**config.mk**
```make
export PLATFORM = sky130hd
export DESIGN_NAME = irq_chain_ctrl
export DESIGN_NICKNAME = d
export VERILOG_FILES = /design/src/rtl/irq_chain_pkg.sv /design/src/rtl/irq_prio_enc.sv /design/src/rtl/irq_ius_tracker.sv /design/src/rtl/irq_ack_ctrl.sv /design/src/rtl/irq_chain_ctrl.sv
export SDC_FILE = /design/constraint.sdc
export NUM_CORES = 1
export LEC_CHECK = 0
export ABC_AREA = 1
export BUFFER_PORTS_ARGS = -buffer_cell sky130_fd_sc_hd__clkbuf_2
export CAP_MARGIN = 0
export CORE_ASPECT_RATIO = 1.1
export CORE_MARGIN = 8
export CORE_UTILIZATION = 45
export DETAILED_ROUTE_END_ITERATION = 7
export GPL_TIMING_DRIVEN = 0
export PLACE_DENSITY = 0.78
export SYNTH_ARGS = -nofsm -noshare
export SYNTH_HDL_FRONTEND = slang
export SYNTH_HIERARCHICAL = 1
export SYNTH_SLANG_ARGS = --single-unit
```
**constraint.sdc**
```tcl
create_clock -name clk -period 1.4 [get_ports clk]
set_input_delay 0.07 -clock clk [delete_from_list [all_inputs] [get_ports clk]]
set_output_delay 0.07 -clock clk [all_outputs]
set_load 0.02 [all_outputs]
```
**src/rtl/irq_chain_pkg.sv**
```systemverilog
package irq_chain_pkg;

    localparam int SRC_PER_CH = 3;
    localparam int VEC_W      = 8;

    typedef enum logic [1:0] {
        SRC_RX = 2'd0,
        SRC_TX = 2'd1,
        SRC_ST = 2'd2
    } src_kind_e;

    typedef struct packed {
        logic active;
        logic won;
    } ack_state_t;

    function automatic int src_index(input int ch, input src_kind_e kind);
        return ch * SRC_PER_CH + int'(kind);
    endfunction

endpackage

```
**src/rtl/irq_prio_enc.sv**
```systemverilog
module irq_prio_enc #(
    parameter int NSRC   = 6,
    parameter int CODE_W = 3
) (
    input  logic [NSRC-1:0]   req_i,
    input  logic [NSRC-1:0]   ius_i,
    output logic              any_o,
    output logic [CODE_W-1:0] code_o
);

    always_comb begin
        logic seen_ius;
        seen_ius = 1'b0;
        any_o    = 1'b0;
        code_o   = '0;
        for (int i = 0; i < NSRC; i++) begin
            if (ius_i[i]) seen_ius = 1'b1;
            if (!any_o && !seen_ius && req_i[i]) begin
                any_o  = 1'b1;
                code_o = CODE_W'(i);
            end
        end
    end

    // the reported code always names a source that is pending
    always_comb begin
        if (any_o) begin
            p_pick_pending_r2: assert (req_i[code_o]);
        end
    end

endmodule

```
**src/rtl/irq_ius_tracker.sv**
```systemverilog
module irq_ius_tracker #(
    parameter int NSRC   = 6,
    parameter int CODE_W = 3
) (
    input  logic              clk,
    input  logic              rst,
    input  logic              set_en,
    input  logic [CODE_W-1:0] set_code,
    input  logic              clr,
    output logic [NSRC-1:0]   ius_o
);

    logic [NSRC-1:0] ius_q;
    logic [NSRC-1:0] lowest;

    assign lowest = ius_q & (~ius_q + NSRC'(1));
    assign ius_o  = ius_q;

    for (genvar i = 0; i < NSRC; i++) begin : g_bit
        always_ff @(posedge clk) begin
            if (rst)
                ius_q[i] <= 1'b0;
            else if (set_en && set_code == CODE_W'(i))
                ius_q[i] <= 1'b1;
            else if (clr && lowest[i])
                ius_q[i] <= 1'b0;
        end
    end

    p_ius_grow_one_r8: assert property (@(posedge clk) disable iff (rst)
        1'b1 |=> ($countones(ius_q) <= $countones($past(ius_q)) + 1));

    p_clear_one_r9: assert property (@(posedge clk) disable iff (rst)
        (clr && !set_en && (|ius_q)) |=>
        ($countones(ius_q) == $countones($past(ius_q)) - 1));

endmodule

```
**src/rtl/irq_ack_ctrl.sv**
```systemverilog
module irq_ack_ctrl
    import irq_chain_pkg::*;
#(
    parameter int CODE_W = 3
) (
    input  logic              clk,
    input  logic              rst,
    input  logic              intack_n,
    input  logic              iei,
    input  logic              pend,
    input  logic [CODE_W-1:0] code_in,
    output logic              ack_active,
    output logic              ack_won,
    output logic [CODE_W-1:0] code_q,
    output logic              set_en
);

    ack_state_t st;

    always_ff @(posedge clk) begin
        if (rst) begin
            st     <= '0;
            code_q <= '0;
        end else begin
            st.active <= ~intack_n;
            if (!intack_n && !st.active) begin
                st.won <= iei && pend;
                code_q <= code_in;
            end else if (intack_n) begin
                st.won <= 1'b0;
            end
        end
    end

    assign ack_active = st.active;
    assign ack_won    = st.won;
    assign set_en     = st.active && intack_n && st.won;

    // a win can only exist inside an acknowledge phase
    p_win_inside_ack_r7: assert property (@(posedge clk) disable iff (rst)
        st.won |-> st.active);

endmodule

```
**src/rtl/irq_chain_ctrl.sv**
```systemverilog
module irq_chain_ctrl
    import irq_chain_pkg::*;
#(
    parameter  int NUM_CH = 2,
    localparam int NSRC   = SRC_PER_CH * NUM_CH,
    localparam int CODE_W = $clog2(NSRC)
) (
    input  logic                    clk,
    input  logic                    rst,
    input  logic [NSRC-1:0]         src_req,
    input  logic                    mie,
    input  logic [VEC_W-CODE_W-1:0] vec_fixed,
    input  logic [VEC_W-1:0]        reg_rdata,
    input  logic                    iei,
    input  logic                    intack_n,
    input  logic                    rd_n,
    input  logic                    ce_n,
    input  logic                    clr_ius,
    output logic                    ieo,
    output logic                    irq_pull_low,
    output logic [VEC_W-1:0]        data_out,
    output logic                    data_oe
);

    logic [NSRC-1:0]   ius;
    logic              any_elig;
    logic [CODE_W-1:0] top_code;
    logic              pend;
    logic              ack_active;
    logic              ack_won;
    logic [CODE_W-1:0] ack_code;
    logic              set_en;
    logic [VEC_W-1:0]  vector;

    irq_prio_enc #(.NSRC(NSRC), .CODE_W(CODE_W)) u_enc (
        .req_i  (src_req),
        .ius_i  (ius),
        .any_o  (any_elig),
        .code_o (top_code)
    );

    assign pend = mie && any_elig;

    irq_ack_ctrl #(.CODE_W(CODE_W)) u_ack (
        .clk        (clk),
        .rst        (rst),
        .intack_n   (intack_n),
        .iei        (iei),
        .pend       (pend),
        .code_in    (top_code),
        .ack_active (ack_active),
        .ack_won    (ack_won),
        .code_q     (ack_code),
        .set_en     (set_en)
    );

    irq_ius_tracker #(.NSRC(NSRC), .CODE_W(CODE_W)) u_ius (
        .clk      (clk),
        .rst      (rst),
        .set_en   (set_en),
        .set_code (ack_code),
        .clr      (clr_ius),
        .ius_o    (ius)
    );

    assign vector       = {vec_fixed[VEC_W-CODE_W-1:1], ack_code, vec_fixed[0]};
    assign irq_pull_low = pend;
    assign ieo          = iei && !(|ius) && !(ack_active && pend);
    assign data_oe      = (ack_active && ack_won && iei && !rd_n)
                        || (!ack_active && !ce_n && !rd_n);
    assign data_out     = ack_active ? vector : reg_rdata;

    p_ieo_needs_iei_r3: assert property (@(posedge clk) disable iff (rst)
        !iei |-> !ieo);

    p_busy_blocks_r8: assert property (@(posedge clk) disable iff (rst)
        (|ius) |-> !ieo);

    p_ack_pend_blocks_r4: assert property (@(posedge clk) disable iff (rst)
        (ack_active && irq_pull_low) |-> !ieo);

    p_no_drive_without_read_r10: assert property (@(posedge clk) disable iff (rst)
        rd_n |-> !data_oe);

endmodule

```
Word level (Yosys, flattened, before mapping)
Cells that the tools add are included.

storage, ports and cells
  logic and storage cells = 113
  register bits = 11
  input bits = 27

cells by class
  eq/ne operators = 5
  reduce and logical (&&, ||, !) cells = 63
  multiplexer cells = 32
  bitwise operators = 3
  $add $sub $neg = 1

operators by type and width
  operator             count
  $logic_and 1x1->1    36
  $mux 1               27
  $logic_not 1->1      17
  $reduce_bool 2->1    7
  $mux 8               1
  $add 6x1->6 const B  1
  $and 6x6->6          1
  $eq 3x2->1 const B   2
  $eq 3x3->1 const B   2
  $mux 3               2
  $not 6->6            1
  $reduce_or 6->1      1
  $mux 2               2
  $eq 3x1->1 const B   1
  $logic_not 3->1      1
  $logic_or 1x1->1     1
  $not 1->1            1

Logic depth before layout (Yosys ltp)
  word-level depth = 28
  gate-level depth with buffers = 11
  mapped depth without buffers = 11

Modules after synthesis
The synthesis kept the hierarchy.

by module, submodules not included
  module           cells an instance  seq. area each (um^2)  times used  area an instance (um^2)
  irq_ius_tracker  39                 120.1                  1           267.8
  irq_ack_ctrl     28                 100.1                  1           201.4
  irq_chain_ctrl   38                 0.0                    1           170.2
  irq_prio_enc     31                 0.0                    1           170.2

Least setup slack after synthesis
No wires, ideal clock.

  path type = flip-flop to output port
  start = register u_ius.ius_q[0], in the netlist u_ius/ius_o[0]
  end = output ieo
  required time = 1330 ps
  stages on the path, launching flop included = 9
  arrival = 1285 ps
  slack = 45 ps
  cell sequence = dfxtp_1 nor2_4 nand3_1 nand3_2 nor2_2 nand3_1 nand3_1 nand3_1 nor2_1

between the ends
  longest elaborated chain between the ends = 28

RTL lines
  item                              RTL line               text
  start: declaration                irq_ius_tracker.sv:13  logic [NSRC-1:0] ius_q;
  start signal: indexed assignment  irq_ius_tracker.sv:22  ius_q[i] <= 1'b0;
  start signal: indexed assignment  irq_ius_tracker.sv:24  ius_q[i] <= 1'b1;
  start signal: indexed assignment  irq_ius_tracker.sv:26  ius_q[i] <= 1'b0;
  $mux 1 *                          irq_prio_enc.sv:17     if (ius_i[i]) seen_ius = 1'b1;
  $logic_not 1->1                   irq_prio_enc.sv:18     if (!any_o && !seen_ius && req_i[i]) begin
  $logic_and 1x1->1                 irq_prio_enc.sv:18
  $mux 1                            irq_prio_enc.sv:18
  $logic_not 1->1                   irq_prio_enc.sv:18
  $logic_and 1x1->1 (2 in a row)    irq_prio_enc.sv:18
  $mux 1                            irq_prio_enc.sv:18
  $logic_not 1->1                   irq_prio_enc.sv:18
  [... 11 more ...]                 -
  $logic_not 1->1                   irq_prio_enc.sv:18
  $logic_and 1x1->1 (2 in a row)    irq_prio_enc.sv:18
  $mux 1 *                          irq_prio_enc.sv:18
  net any_elig                      irq_chain_ctrl.sv:26   logic any_elig;
  $logic_and 1x1->1 *               irq_chain_ctrl.sv:42   assign pend = mie && any_elig;
  $logic_and 1x1->1 *               irq_chain_ctrl.sv:68   assign ieo = iei && !(|ius) && !(ack_active && pend);
  $logic_not 1->1 *                 irq_chain_ctrl.sv:68
  $logic_and 1x1->1 *               irq_chain_ctrl.sv:68
  end: declaration                  irq_chain_ctrl.sv:19   output logic ieo,

The timed path passes the listed nets; every way through them passes the cells marked *.

Final worst setup path
Same ends and word-level chain as after synthesis.

==> out/results.ini <==
[outcome]
status = finished, violations left
violations = negative setup slack

[pwr]
irDropWorstVdd_mv = 0.566
fin_total_pwr_uw = 765
p_leak_nw = 0.604
p_per_area_nw_per_um2 = 683

[timing]
worst_slack_ns = -0.261
skew_ns = 0.00529
slew-limit-headroom = 0.837
worstMarginPinSlew_ns = 0.244
fmax_mhz = 602
fin_crit_sh = 1.19
rsz0062_at_grt = true
hold_ws_ns = 0.0389
setup_viol = 2
slew_viol_final = 0
hold_viol_final = 0
period_needed_ns = 1.66

[layout]
multi_input_area_sq_um = 519
finalNonFillerCells = 199
seq_area_sq_um = 234
drive_gt1_frac = 0.392
nNetsFinal = 209
syn_to_final_growth_pct = 38.3
diodes = 0
fillers = 170

[clock_network]
cts_hold_buf = 0
cts_root_buf = clkbuf_4
ctsHtreeMaxLevel = 1
clk_latency_ns = 0.27
clkTransAtPathRegs_ns = 0.07
cts.sinks = 11
clk_path_buf_depth = 2
cts_tree = done
numCtsBuffers = 3

[synth]
yosysTopAreaCell = dfxtp_1
yosysSeqAreaShare = 0.272
synth_compound_area_frac = 0.0835
synth_top_cell_area_share = 0.272
synth_cells = 136
synth_area_sq_um = 810
synth-xor-area-share = 0
synth_fa_ha_area_frac = 0
synth_edf_count = 0
ys_ff_latch = 11
avgSynthCellArea_sq_um = 5.95
synth_top_family_by_area = simple AND/OR/NAND/NOR gates
yosys.area_share.simple = 0.533
synthesis.nets = 163
muxShareOfSynthArea = 0
synth_cell_types = 21
synth-async-reset-ratio = 0
ys.flop_type = dfxtp_1
ys_top_cells_by_count = nand2_1 (43), inv_1 (19), nor2_1 (19), dfxtp_1 (11), nand3_1 (11)
yosysMostFrequentCell = nand2_1
yosys_warnings = 6
synthTopCellsByArea = dfxtp_1 (27%), nand2_1 (20%), inv_1 (8.8%)

[route]
drt-initial-drc-count = 32
dr.pass1.iters = 4
routed_wl_mm = 2.50
wl_per_cell_um = 12.6
vias = 1003
avgViaCountPerCell = 5.04
drc = 0
ant_nets = 0

[global_route]
grt_pass1_wl_mm = 3.87
grt_start_max_net_pins = 11
grt_pass1_vias = 932
grt_overflow_total = 0
track_usage = 0.139
grt_antenna_before_repair = 0

[critical_path]
cp.required_ns = 1.33
endpoint_kind = output port
cp_max_fo = 4
worstPathArrival_ns = 1.59
worstSetupPathType = reg2out
startpoint = u_ius/ius_o[0]$_SDFFE_PP0P_
timing.rr.start = u_ius/ius_o[0]$_SDFFE_PP0P_
startpoint_type = register

[hold_path]
worstHoldStart = intack_n
holdCritPathClass = in2reg

[floorplan]
num_rows = 16
io_pins = 38
initial_core_util = 0.465
die_h_um = 60.5
die_area_sq_um = 3410
core_region_area_sq_um = 1740
dieWidth_um = 56.4

[place]
io_buffers = 37
placed_cells = 191
finalWeightedCongestion = 0.816
post-dp-hpwl_mm = 1.97

[flow_run]
cap_violations = 0

[cells in the final DEF, fill, tap and decap left out]
cell type / synthesis / final
nand2_2: 3 / 3
nand2_1: 43 / 43
nor2_2: 2 / 2
nand3b_1: 1 / 1
dfxtp_2: 0 / 2
clkbuf_2: 0 / 35
buf_8: 0 / 1
clkinv_1: 1 / 1
nand3_2: 3 / 7
buf_6: 1 / 1
nor3_1: 1 / 1
o21ai_0: 1 / 1
dfxtp_4: 0 / 3
nor2_1: 19 / 19
o21ai_1: 1 / 1
dfxtp_1: 11 / 6
nand4_1: 2 / 2
nand3_1: 11 / 7
and3_1: 1 / 1
inv_1: 19 / 17
buf_4: 0 / 5
clkbuf_1: 0 / 1
clkbuf_4: 0 / 3
nor2_4: 4 / 4
inv_2: 1 / 3
or2_1: 1 / 1
a21oi_1: 8 / 8
a21oi_2: 2 / 2
[kinds of logic after synthesis]
| family | after synthesis |
|---|---|
| buffers and inverters | 22 |
| AOI/OAI and AO/OA | 12 |
| and+or+nand+nor | 91 |
| DFF | 11 |
[worst max-delay path: stages (launching register included)]
cell and delay [ns]:
dfxtp_4 0.36, nor2_4 0.16, nand3_2 0.12, nor2_4 0.13
nand2_2 0.09, nand3_2 0.10, nand3_2 0.08, nand3_2 0.08
nor2_1 0.04, buf_4 0.15
[power breakdown]
part / switching [mW] / internal (mW) / leakage (nW)
clock network: 0.107 / 0.110 / 0.0150
logic: 0.129 / 0.0875 / 0.496
registers: 0.0146 / 0.317 / 0.0928
[what timing repair did]
item / 4_1_cts / 5_1_grt
setup buffers: 2 / 2
pin swaps: 3 / 4
endpoints found under the setup margin: 4 / 4
gates resized for setup: 12 / 7
hold endpoints to repair: 0 / 0
[area by class of cell]
type	count	area share
Sequential cell	11	0.209
Clock buffer	4	0.0235
Inverter	21	0.0704
Timing Repair Buffer	41	0.203
Tap cell	18	0.0201
Multi-Input combinational cell	103	0.464
Buffer	1	0.0101
[stage by stage]
step           TNS, ns  instance area (sq um)  setup slack [ns]   util
2_1_floorplan        0                    810            0.0452      -
3_3_place_gp   -0.0628                   1020           -0.0628  0.584
5_1_grt         -0.843                   1120            -0.372  0.643
3_5_place_dp    -0.132                   1020            -0.104  0.584
6_report        -0.424                   1120            -0.261  0.643
4_1_cts         -0.434                   1080            -0.275  0.621
[worst paths after layout]
check | cells after the start | slack, ns | endpoint
max | 9 | -0.26 | ieo
min | 2 | 0.04 | u_ack/ack_active$_SDFF_PP0_
max reg2reg | 9 | 0.03 | u_ack/ack_won$_SDFFE_PP0P_
min reg2reg | 2 | 0.51 | u_ius/ius_o[5]$_SDFFE_PP0P_
[flip-flops by register name, indices dropped and copies added, names as in the netlist]
register / flops
u_ius/ius_o: 6
u_ack/code_q: 3
u_ack/ack_active: 1
u_ack/ack_won: 1
[layer usage]
| layer | up-vias | track usage | share of wire | routed length [um] |
|---|---|---|---|---|
| li1 | 514 | - | - | - |
| met1 | 451 | 0.130 | 0.37 | 921 |
| met2 | 35 | 0.293 | 0.57 | 1430 |
| met3 | 3 | 0.0544 | 0.056 | 139 |
| met4 | 0 | 0 | 0.0060 | 15 |
| met5 | - | 0 | 0 | 0 |
Note: power is estimated with default switching activity, not from simulation.
